--- src/rtl/txbd_pkg.sv ---
package txbd_pkg;
  typedef enum logic [2:0] {
    S_IDLE, S_FETCH, S_WAIT, S_ISSUE, S_SEND, S_WBACK, S_POLL
  } seq_state_t;

  typedef struct packed {
    logic        rdy;
    logic        wrap;
    logic [13:0] spare;
    logic [15:0] len;
    logic [31:0] ptr;
  } txbd_t;

  localparam int unsigned DESC_BYTES = 8;
endpackage

--- src/rtl/txbd_offset.sv ---
module txbd_offset #(
  parameter int unsigned OFF_W = 8
) (
  input  logic             clk,
  input  logic             rst_n,
  input  logic             step_i,
  input  logic             wrap_i,
  output logic [OFF_W-1:0] offset_o
);
  logic [OFF_W-1:0] off_q, off_d;

  always_comb begin
    off_d = off_q;
    if (step_i) off_d = wrap_i ? '0 : off_q + 1'b1;
  end

  always_ff @(posedge clk or negedge rst_n) begin
    if (!rst_n)      off_q <= '0;
    else if (step_i) off_q <= off_d;
  end

  assign offset_o = off_q;

  p_offset_step_r6: assert property (@(posedge clk) disable iff (!rst_n)
    !$stable(off_q) |-> (off_q == '0) || (off_q == $past(off_q) + 1'b1));
endmodule

--- src/rtl/txbd_addr.sv ---
module txbd_addr #(
  parameter int unsigned ADDR_W = 32,
  parameter int unsigned OFF_W  = 8
) (
  input  logic [ADDR_W-1:0] base_i,
  input  logic [OFF_W-1:0]  offset_i,
  output logic [ADDR_W-1:0] addr_o
);
  localparam int unsigned SH = $clog2(txbd_pkg::DESC_BYTES);

  assign addr_o = base_i + (ADDR_W'(offset_i) << SH);
endmodule

--- src/rtl/txbd_ctrl.sv ---
module txbd_ctrl
  import txbd_pkg::*;
(
  input  logic  clk,
  input  logic  rst_n,
  input  logic  cmd_start,
  input  logic  auto_off,
  input  logic  rate_tick,
  input  logic  req_ready,
  input  logic  rsp_valid,
  input  txbd_t rsp_desc,
  input  logic  snd_done,
  output logic  req_valid,
  output logic  req_we,
  output txbd_t wb_desc,
  output logic  snd_start,
  output txbd_t cur_desc,
  output logic  step,
  output logic  wrap,
  output logic  active
);
  seq_state_t state_q, state_d;
  txbd_t      desc_q;
  logic       ld_desc;

  always_comb begin
    state_d   = state_q;
    req_valid = 1'b0;
    req_we    = 1'b0;
    snd_start = 1'b0;
    step      = 1'b0;
    ld_desc   = 1'b0;
    unique case (state_q)
      S_IDLE:  if (cmd_start) state_d = S_FETCH;
      S_FETCH: begin
        req_valid = 1'b1;
        if (req_ready) state_d = S_WAIT;
      end
      S_WAIT: if (rsp_valid) begin
        if (rsp_desc.rdy) begin
          ld_desc = 1'b1;
          state_d = S_ISSUE;
        end else if (auto_off) begin
          state_d = S_IDLE;
        end else begin
          state_d = S_POLL;
        end
      end
      S_ISSUE: begin
        snd_start = 1'b1;
        state_d   = S_SEND;
      end
      S_SEND:  if (snd_done) state_d = S_WBACK;
      S_WBACK: begin
        req_valid = 1'b1;
        req_we    = 1'b1;
        if (req_ready) begin
          step    = 1'b1;
          state_d = S_FETCH;
        end
      end
      S_POLL:  if (rate_tick) state_d = S_FETCH;
      default: state_d = S_IDLE;
    endcase
  end

  always_ff @(posedge clk or negedge rst_n) begin
    if (!rst_n) state_q <= S_IDLE;
    else        state_q <= state_d;
  end

  always_ff @(posedge clk or negedge rst_n) begin
    if (!rst_n)       desc_q <= '0;
    else if (ld_desc) desc_q <= rsp_desc;
  end

  always_comb begin
    wb_desc     = desc_q;
    wb_desc.rdy = 1'b0;
  end

  assign cur_desc = desc_q;
  assign wrap     = desc_q.wrap;
  assign active   = (state_q != S_IDLE);

  p_snd_pulse_r11: assert property (@(posedge clk) disable iff (!rst_n)
    snd_start |=> !snd_start);
  p_req_hold_r10: assert property (@(posedge clk) disable iff (!rst_n)
    req_valid && !req_ready |=> req_valid && $stable(req_we));
  p_wb_after_done_r5: assert property (@(posedge clk) disable iff (!rst_n)
    (req_valid && req_we && !$past(req_valid && req_we)) |-> $past(snd_done));
  p_tick_fetch_r7: assert property (@(posedge clk) disable iff (!rst_n)
    (state_q == S_POLL) && rate_tick |=> req_valid && !req_we);
  p_deact_cause_r8: assert property (@(posedge clk) disable iff (!rst_n)
    $fell(active) |-> $past(rsp_valid) && $past(auto_off));
endmodule

--- src/rtl/txbd_ring_seq.sv ---
module txbd_ring_seq
  import txbd_pkg::*;
#(
  parameter int unsigned ADDR_W = 32,
  parameter int unsigned OFF_W  = 8
) (
  input  logic              clk,
  input  logic              rst_n,
  input  logic [ADDR_W-1:0] cfg_tbl_base,
  input  logic              cfg_auto_off,
  input  logic              cmd_start,
  input  logic              rate_tick,
  output logic              mem_req_valid,
  input  logic              mem_req_ready,
  output logic              mem_req_we,
  output logic [ADDR_W-1:0] mem_req_addr,
  output logic [63:0]       mem_req_wdata,
  input  logic              mem_rsp_valid,
  input  logic [63:0]       mem_rsp_data,
  output logic              snd_start,
  output logic [31:0]       snd_ptr,
  output logic [15:0]       snd_len,
  input  logic              snd_done,
  output logic              active,
  output logic [OFF_W-1:0]  cur_offset
);
  txbd_t rsp_desc, wb_desc, cur_desc;
  logic  step, wrap;

  assign rsp_desc = txbd_t'(mem_rsp_data);

  txbd_ctrl u_ctrl (
    .clk       (clk),
    .rst_n     (rst_n),
    .cmd_start (cmd_start),
    .auto_off  (cfg_auto_off),
    .rate_tick (rate_tick),
    .req_ready (mem_req_ready),
    .rsp_valid (mem_rsp_valid),
    .rsp_desc  (rsp_desc),
    .snd_done  (snd_done),
    .req_valid (mem_req_valid),
    .req_we    (mem_req_we),
    .wb_desc   (wb_desc),
    .snd_start (snd_start),
    .cur_desc  (cur_desc),
    .step      (step),
    .wrap      (wrap),
    .active    (active)
  );

  txbd_offset #(.OFF_W(OFF_W)) u_off (
    .clk      (clk),
    .rst_n    (rst_n),
    .step_i   (step),
    .wrap_i   (wrap),
    .offset_o (cur_offset)
  );

  txbd_addr #(.ADDR_W(ADDR_W), .OFF_W(OFF_W)) u_addr (
    .base_i   (cfg_tbl_base),
    .offset_i (cur_offset),
    .addr_o   (mem_req_addr)
  );

  assign mem_req_wdata = wb_desc;
  assign snd_ptr       = cur_desc.ptr;
  assign snd_len       = cur_desc.len;

  p_addr_hold_r10: assert property (@(posedge clk) disable iff (!rst_n)
    mem_req_valid && !mem_req_ready |=> $stable(mem_req_addr));
  p_wb_clear_r5: assert property (@(posedge clk) disable iff (!rst_n)
    mem_req_valid && mem_req_we |-> !mem_req_wdata[63]);
  p_idle_quiet_r8: assert property (@(posedge clk) disable iff (!rst_n)
    !active && !$past(active) |-> !snd_start);
endmodule

--- config.mk ---
export PLATFORM = sky130hd
export DESIGN_NAME = txbd_ring_seq
export DESIGN_NICKNAME = d
export VERILOG_FILES = /design/src/rtl/txbd_pkg.sv /design/src/rtl/txbd_offset.sv /design/src/rtl/txbd_addr.sv /design/src/rtl/txbd_ctrl.sv /design/src/rtl/txbd_ring_seq.sv
export SDC_FILE = /design/constraint.sdc
export NUM_CORES = 1
export LEC_CHECK = 0
export BUFFER_PORTS_ARGS = -buffer_cell sky130_fd_sc_hd__buf_4
export CORE_ASPECT_RATIO = 0.9
export CORE_UTILIZATION = 35
export DETAILED_ROUTE_END_ITERATION = 12
export MAX_ROUTING_LAYER = met4
export PLACE_DENSITY = 0.74
export SYNTH_ARGS = -nofsm -noshare
export SYNTH_HDL_FRONTEND = slang
export SYNTH_SLANG_ARGS = --single-unit
--- constraint.sdc ---
create_clock -name clk -period 5.3 [get_ports clk]
set_clock_uncertainty 0.15 [all_clocks]
set_input_delay 0.53 -clock clk [delete_from_list [all_inputs] [get_ports clk]]
set_output_delay 0.53 -clock clk [all_outputs]
set_load 0.01 [all_outputs]
==> impl_table.tex, run 1 <==
\begin{tabular}{lr}
\hline
Metric & Value \\
\hline
\multicolumn{2}{l}{\textbf{Yosys}} \\
\quad Async set-reset flop share out of synthesis & 1.00 \\
\quad Yosys warning total & 0 \\
\quad Mux contribution to synthesized area & 0.177 \\
\quad Fraction of the yosys area taken by sequential cells & 0.447 \\
\quad Mapped Area & between 4000 and 5000 um2 \\
\quad Count of mapped cells out of synthesis & 364 \\
\quad Dominant combinational cell family by area after synthesis & multiplexers \\
\quad Post-synthesis sequential element count & 74 \\
\quad XOR/XNOR share of the synthesized area & 0.0528 \\
\quad Number of synthesized flops with an enable pin & 0 \\
\quad Flip-flop cell with the highest count after synthesis & dfrtp\_1 \\
\quad Cells taking the most area after synthesis & dfrtp\_1 (45\%), mux2\_2 (17\%), buf\_4 (9.8\%), xnor2\_1 (4.6\%), ha\_1 (2.7\%) \\
\quad Per-instance average area after synthesis & 11.4 um2 \\
\quad Synth Net Count & approximately 480 \\
\quad Cell type with the highest aggregate area in the netlist & dfrtp\_1 \\
\quad Post-Synth Simple-Gate Area & 0.0899 \\
\quad Number of library cell types mapped by synthesis & 46 \\
\quad Fraction of the mapped netlist area in adder cells & 0.0320 \\
\quad Area fraction of the dominant cell type after synthesis & 0.447 \\
\quad Post-synthesis compound-gate area fraction & 0.0869 \\
\multicolumn{2}{l}{\textbf{Placed design}} \\
\quad Input/output buffers & 252 \\
\quad DP Cell Count & a little over 700 \\
\quad Half-perimeter wire length of the detailed placement result & 8610 um \\
\quad Final GP Congestion & 0.924 \\
\multicolumn{2}{l}{\textbf{Worst setup path}} \\
\quad CP Launch Type & flip-flop \\
\quad Reg2reg end & u\_ctrl.cur\_desc[9]\$\_DFFE\_PN0P\_ \\
\quad Worst-path maximum fanout & 7 \\
\quad Minimum setup slack among reg-to-reg paths & 3.17 ns \\
\quad Required time at the worst-slack endpoint & roughly 4.6 ns \\
\quad Arr. time, crit path & 2.70 ns \\
\quad Crit path kind & flip-flop to primary output \\
\quad Type of destination of the critical path & primary output \\
\quad FF-to-FF Start & u\_ctrl.state\_q[2]\$\_DFFE\_PN0P\_ \\
\quad Logic depth of the worst register-to-register path & 4 \\
\multicolumn{2}{l}{\textbf{Drt}} \\
\quad Count of unresolved DRC violations after routing & 0 \\
\quad Met3 Wirelength & 682 um \\
\quad Routed metal-1 wire length & 4600 um \\
\quad Detail Route met2 WL & 5590 um \\
\quad Number of nets with antenna violations after routing & 0 \\
\quad Via count normalized by instance count & 4.73 \\
\quad DR pass1 iterations & 4 \\
\quad Detailed Route Iter0 Violations & approximately 100 \\
\quad Vias post-DR & 3427 \\
\quad Uppermost layer routed & met4 \\
\quad Drt total wl & approximately 11000 um \\
\quad Routed len/inst & about 15 um \\
\multicolumn{2}{l}{\textbf{Clock network}} \\
\quad CTS hold repair buffers & 0 \\
\quad H-tree lvl count & 3 \\
\quad Clock tree sinks & 74 \\
\quad Largest buffer count on any clock path & 2 \\
\quad Worst-Skew Late Latency & 0.32 ns \\
\quad Clock tree from TritonCTS & yes \\
\quad Cell at the root of the clock tree & clkbuf\_16 \\
\quad CTS clock-pin slew for the worst setup and hold paths & 0.06 ns \\
\quad Setup Buffers After CTS & 0 \\
\quad Quantity of gates resized following cts & 0 \\
\quad Inserted Clock Buffers & 9 \\
\multicolumn{2}{l}{\textbf{Job}} \\
\quad Number of max-capacitance violations reported & 0 \\
\multicolumn{2}{l}{\textbf{STA}} \\
\quad Tcrit/Tclk final & 0.638 \\
\quad Setup\_tns & 0 ns \\
\quad Max-slew headroom & 0.377 \\
\quad RSZ-0062 raised after global routing & no \\
\quad Final Hold Violating Endpoints & 0 \\
\quad Worst Max-Slew Pin Slew & approximately 0.94 ns \\
\quad Maximum clock rate & 0.296 GHz \\
\quad Number of max-slew violations in the final report & 0 \\
\quad Worst hold-check slack & just over 0.2 ns \\
\quad Tmin final & roughly 3.4 ns \\
\quad Number of setup violations in the final report & 0 \\
\multicolumn{2}{l}{\textbf{Global route}} \\
\quad Vias in the first global route & approximately 3500 \\
\quad Global-route wire length before repair & 17200 um \\
\quad All-Layer GR Usage & 0.185 \\
\quad Largest net degree at the start of global routing & 75 \\
\quad Total gr overflow & 0 \\
\quad Antenna violations before repair & 0 \\
\multicolumn{2}{l}{\textbf{Floorplanning}} \\
\quad Area of the core & 11500 um2 \\
\quad Initial standard-cell utilization of the core & 0.361 \\
\quad Full die area & 12300 um2 \\
\quad I/O pin cnt & 260 \\
\quad Number of core rows & 37 \\
\quad Die extent in x & 117 um \\
\quad Die span in y & about 110 um \\
\multicolumn{2}{l}{\textbf{Finish}} \\
\quad Area of combinational cells with multiple inputs & 1830 um2 \\
\quad Count of antenna diodes in the layout & 0 \\
\quad Number of fill cells in the layout & around 1000 \\
\quad Cell Count, Final, Fillers Out & 725 \\
\quad FF/Latch Area & 1850 um2 \\
\quad P\&R area growth vs syn & 46.6\% \\
\quad Share of layout cells above drive strength 1 & 0.599 \\
\quad Number of nets at the end of the flow & 678 \\
\multicolumn{2}{l}{\textbf{Pwr}} \\
\quad Largest voltage drop on the vdd net & 0.335 mV \\
\quad Power Density & 537 nW/um2 \\
\quad Total leakage power & approximately 3.0 nW \\
\multicolumn{2}{l}{\textbf{Hold path}} \\
\quad Class of the tightest hold or removal check & input pin to asynchronous set/reset pin \\
\multicolumn{2}{l}{\textbf{Run status}} \\
\quad Run status & finished, final reports clean \\
\hline
\end{tabular}
## per-layer routing
| metal | up-vias | track usage |
|---|---|---|
| met5 | - | - |
| met3 | 18 | 0.0443 |
| li1 | 1631 | - |
| met1 | 1631 | 0.223 |
| met4 | 0 | 0.0606 |
| met2 | 147 | 0.304 |
## placed cells by master, fill, tap and decap left out, types with 4 or more instances in the layout
master     netlist  routed
nor2_1           9       9
nand2_1         14      14
clkbuf_16        0       9
xnor2_1         22      22
buf_4           54     253
and3_1           5       5
a21oi_1         15      15
o211ai_1         5       5
mux2_2          63      63
nand4_1          4       4
o21ai_0         15      15
nand3_1         14      14
dfrtp_1         74      74
inv_1            5       5
nor3_1           9       9
ha_1             9       9
## worst max-delay path by stage
stage / to / slack (ns) / cells after the start / from
final: mem_req_addr[25] / 1.92 / 8 / u_off.offset_o[0]$_DFFE_PN0P_
after global routing: mem_req_addr[31] / 1.73 / 8 / u_off.offset_o[0]$_DFFE_PN0P_
after CTS: mem_req_addr[25] / 1.89 / 8 / u_off.offset_o[0]$_DFFE_PN0P_
after detailed placement: mem_req_addr[25] / 2.08 / 9 / cfg_tbl_base[3]
after global placement: mem_req_addr[21] / 2.16 / 9 / cfg_tbl_base[3]
after floorplan: mem_req_addr[21] / 2.48 / 7 / cfg_tbl_base[3]
## sequential cells by signal (all words and copies together), names as in the netlist
name,cells
u_ctrl.state_q,3
u_off.offset_o,8
u_ctrl.wrap,1
u_ctrl.cur_desc,62
## metrics by stage
| step | setup WS (ns) | cell area, um2 | power [mW] | utilization |
|---|---|---|---|---|
| CTS | 1.89 | 6080 | 3.31 | 0.529 |
| floorplan | 2.48 | 4150 | 2.00 | - |
| global placement | 2.16 | 5790 | 2.67 | 0.505 |
| global route | 1.73 | 6080 | 3.47 | 0.529 |
| detailed placement | 2.08 | 5790 | 2.72 | 0.505 |
| finish | 1.92 | 6080 | 3.26 | 0.529 |
## final cells by class
class	count	area share
clock inverter	4	0.00432
multi-input combinational	221	0.301
inverter	5	0.00309
sequential	74	0.305
timing repair buffer	253	0.313
clock buffer	12	0.0422
tap	156	0.0321
## synthesized netlist by cell type (all sizes together), types with 2 or more instances
master / number
dfrtp: 74
mux2: 63
buf: 62
xnor2: 22
a21oi: 16
o21ai: 16
nand2: 14
nand3: 14
ha: 9
nor2: 9
nor3: 9
and3: 5
inv: 5
nand4: 5
o211ai: 5
a21o: 4
and2: 3
nor2b: 3
xor2: 3
a211oi: 2
clkbuf: 2
## critical path, cell delays in order, from the launching register on
cell      delay (ns)
dfrtp_1         0.45
ha_1            0.25
fa_1            0.43
a211oi_1        0.33
o21ai_2         0.16
o2111a_1        0.35
nand3_1         0.14
xnor2_1         0.13
buf_4           0.15
## cells by family (layout without fill, tap and decap cells)
logic type	Yosys count	in the layout
compound gates	53	53
xor+xnor	25	25
fa+ha+maj	10	10
buf+inv	69	274
flops	74	74
mux	64	64
other cells	1	1
simple gates	68	68
## where the power goes
group,total [mW],internal [mW],switching [mW]
registers,1.10,0.837,0.260
logic,1.60,0.929,0.673
clock network,0.566,0.342,0.225
Note: power is estimated with default switching activity, not from simulation.
==> run 2: changes to the inputs <==
PLACE_DENSITY = 0.76   (was 0.74)
clock period = 2.8 ns   (was 5.3 ns; I/O delays follow)
==> impl_table.tex, run 2 (synthesis gave the netlist of run 1 again) <==
\begin{tabular}{lr}
\hline
Metric & Value \\
\hline
\multicolumn{2}{l}{\textbf{Worst setup path}} \\
\quad Required time at the worst-slack endpoint & 2.37 ns (was 4.62 ns) \\
\quad Crit-path cells & ha\_4 > fa\_2 > a211oi\_2 > o21ai\_2 > o2111a\_2 > nand4\_1 > xnor2\_1 > buf\_4 (was ha\_1 > fa\_1 > a211oi\_1 > o21ai\_2 > o2111a\_1 > nand3\_1 > xnor2\_1 > buf\_4) \\
\quad Worst-path maximum fanout & 7 (unchanged) \\
\quad Slowest stage delay, CP & 0.40 ns (was 0.45 ns) \\
\quad CP Launch Type & flip-flop (unchanged) \\
\quad Cell with the largest stage delay on the worst path & dfrtp\_1 (unchanged) \\
\quad Type of destination of the critical path & primary output (unchanged) \\
\quad Minimum setup slack among reg-to-reg paths & 0.57 ns (was 3.17 ns) \\
\quad FF-to-FF Start & u\_ctrl.state\_q[1]\$\_DFFE\_PN0P\_ (was u\_ctrl.state\_q[2]\$\_DFFE\_PN0P\_) \\
\quad Crit path kind & flip-flop to primary output (unchanged) \\
\quad Logic depth of the worst register-to-register path & 5 (was 4) \\
\quad Reg2reg end & u\_off.offset\_o[3]\$\_DFFE\_PN0P\_ (was u\_ctrl.cur\_desc[9]\$\_DFFE\_PN0P\_) \\
\quad Launch point of the worst path & u\_off.offset\_o[0]\$\_DFFE\_PN0P\_ (unchanged) \\
\quad Arr. time, crit path & 2.36 ns (was 2.70 ns) \\
\multicolumn{2}{l}{\textbf{Drt}} \\
\quad Met3 Wirelength & 586 um (was 682 um) \\
\quad Detail Route met2 WL & 6360 um (was 5590 um) \\
\quad Via count normalized by instance count & 4.89 (was 4.73) \\
\quad Count of unresolved DRC violations after routing & 0 (unchanged) \\
\quad Vias post-DR & 3601 (was 3427) \\
\quad Routed len/inst & 16.0 um (was 15.3 um) \\
\quad Detailed Route Iter0 Violations & 150 (was 98) \\
\quad Uppermost layer routed & met4 (unchanged) \\
\quad Routed metal-1 wire length & 4520 um (was 4600 um) \\
\quad Drt total wl & 11800 um (was 11100 um) \\
\quad DR pass1 iterations & 4 (unchanged) \\
\quad Number of nets with antenna violations after routing & 0 (unchanged) \\
\multicolumn{2}{l}{\textbf{Clock network}} \\
\quad H-tree lvl count & 3 (unchanged) \\
\quad CTS clock-pin slew for the worst setup and hold paths & 0.06 ns (about the same) \\
\quad Worst-Skew Late Latency & 0.33 ns (was 0.32 ns) \\
\quad Cell at the root of the clock tree & clkbuf\_16 (unchanged) \\
\quad Inserted Clock Buffers & 9 (unchanged) \\
\quad Largest buffer count on any clock path & 2 (unchanged) \\
\quad Clock tree sinks & 74 (unchanged) \\
\quad Clock tree from TritonCTS & yes (unchanged) \\
\multicolumn{2}{l}{\textbf{Floorplanning}} \\
\quad Number of core rows & 37 (unchanged) \\
\quad Area of the core & 11500 um2 (unchanged) \\
\quad Die span in y & 105 um (unchanged) \\
\quad I/O pin cnt & 260 (unchanged) \\
\quad Die extent in x & 117 um (unchanged) \\
\quad Full die area & 12300 um2 (unchanged) \\
\quad Initial standard-cell utilization of the core & 0.361 (unchanged) \\
\multicolumn{2}{l}{\textbf{Hold path}} \\
\quad Worst Min Path Start & mem\_rsp\_data[57] \\
\quad Worst Hold End & u\_ctrl.cur\_desc[57]\$\_DFFE\_PN0P\_ \\
\quad Class of the tightest hold or removal check & input pin to flip-flop (was input pin to asynchronous set/reset pin) \\
\quad Hold depth & 2 \\
\multicolumn{2}{l}{\textbf{STA}} \\
\quad RSZ-0062 raised after global routing & yes (was no) \\
\quad Tcrit/Tclk final & 0.995 \\
\quad Number of max-slew violations in the final report & 0 (unchanged) \\
\quad Tmin final & 2.79 ns \\
\quad Worst hold-check slack & 0.0291 ns (was 0.204 ns) \\
\quad Worst Max-Slew Pin Slew & 0.920 ns (was 0.935 ns) \\
\quad Final Hold Violating Endpoints & 0 (unchanged) \\
\quad Worst-case setup margin in the final layout & 0.0137 ns (was 1.92 ns) \\
\quad Max-slew headroom & 0.387 (was 0.377) \\
\quad Number of setup violations in the final report & 0 (unchanged) \\
\quad Maximum clock rate & roughly 0.36 GHz \\
\quad Setup\_tns & 0 ns (unchanged) \\
\multicolumn{2}{l}{\textbf{Global route}} \\
\quad Largest net degree at the start of global routing & 75 (unchanged) \\
\quad Antenna violations before repair & 0 (unchanged) \\
\quad Total gr overflow & 0 (unchanged) \\
\quad All-Layer GR Usage & 0.194 (was 0.185) \\
\quad Vias in the first global route & 3601 (was 3529) \\
\quad Global-route wire length before repair & 17900 um (was 17200 um) \\
\multicolumn{2}{l}{\textbf{Placed design}} \\
\quad Half-perimeter wire length of the detailed placement result & 8870 um (was 8610 um) \\
\quad DP Cell Count & 712 (was 709) \\
\quad Input/output buffers & 252 (unchanged) \\
\quad Post-placement worst setup slack & 0.0485 ns (was 2.08 ns) \\
\quad Final GP Congestion & 0.863 (was 0.924) \\
\multicolumn{2}{l}{\textbf{Finish}} \\
\quad Count of antenna diodes in the layout & 0 (unchanged) \\
\quad P\&R area growth vs syn & 53.5\% (was 46.6\%) \\
\quad Most common cell after layout, fill and taps aside & buf\_4 (unchanged) \\
\quad Cell Count, Final, Fillers Out & 736 (was 725) \\
\quad Share of layout cells above drive strength 1 & 0.636 (was 0.599) \\
\quad Largest register FFs & 62 (unchanged) \\
\quad End-of-flow core utilization & 0.554 (was 0.529) \\
\quad Number of nets at the end of the flow & 689 (was 678) \\
\quad Top library cells by usage in the layout, fill and taps aside & buf\_4 (262), dfrtp\_1 (72), mux2\_2 (63), xnor2\_1 (21) (was buf\_4 (253), dfrtp\_1 (74), mux2\_2 (63), xnor2\_1 (22)) \\
\multicolumn{2}{l}{\textbf{Run status}} \\
\quad Run status & finished, final reports clean (unchanged) \\
\multicolumn{2}{l}{\textbf{Pwr}} \\
\quad Power Density & 1040 nW/um2 (was 537 nW/um2) \\
\quad Largest voltage drop on the vdd net & 0.830 mV (was 0.335 mV) \\
\quad Total leakage power & 3.10 nW (was 3.00 nW) \\
\multicolumn{2}{l}{\textbf{Job}} \\
\quad Number of max-capacitance violations reported & 0 (unchanged) \\
\hline
\end{tabular}
[run 2: cell types whose count changed in the layout (fill, tap and decap cells not counted), sizes merged]
cell         change
clkinvlp         -1
dlygate4sd3      +1
buf             +10
clkbuf           -2
inv              +1
bufinv           +3
clkinv           -1
[run 2: final cells by class]
type	count	area, um2
inverters	5	18.8
multi-input cells	221	1940
repair buffers	264	2000
flip-flops and latches	74	1850
clock buffers	10	239
well taps	156	195
clock inverters	6	113
fillers	1007	5120
[run 2: per-stage QoR]
step | area (um2) | total power [mW]
final | 6360 | 6.61
after global routing | 6360 | 7.01
after CTS | 6270 | 6.62
after detailed placement | 5830 | 5.19
after global placement | 5830 | 5.08
after floorplan | 4150 | 3.79
[run 2: metal layers]
layer  vias up  global-route usage
li1       1659                   -
met1      1767               0.224
met2       150               0.332
met3        25              0.0397
met4         0              0.0660
met5         -                   -
[run 2: worst max path at each step]
stage,end,slack [ns],depth (start not counted)
2_1_floorplan,mem_req_addr[21],0.29,7
3_3_place_gp,mem_req_addr[21],0.14,9
3_5_place_dp,mem_req_addr[21],0.05,9
4_1_cts,mem_req_addr[23],-0.005,8
5_1_grt,mem_req_addr[18],-0.10,8
6_report,mem_req_addr[21],0.01,8
[run 2: worst max-delay path, delay by kind of cell (launching register included)]
family,cells,cell delay [ns]
DFF,1,0.40
adders and majority gates,2,0.51
buffers and inverters,1,0.14
and+or+nand+nor,1,0.14
AOI/OAI and AO/OA,3,0.71
xor gates and xnor gates,1,0.13
[run 2: power by group]
group / internal, mW / switching (mW)
logic: 1.85 / 1.36
clock network: 0.897 / 0.445
registers: 1.59 / 0.480
[run 2: repair_timing]
action	in CTS	in global routing
hold buffers	1	0
hold endpoints to repair	74	0
buffers inserted	4	3
resized for setup	10	18
pin swaps	9	9
setup endpoints to repair	19	20
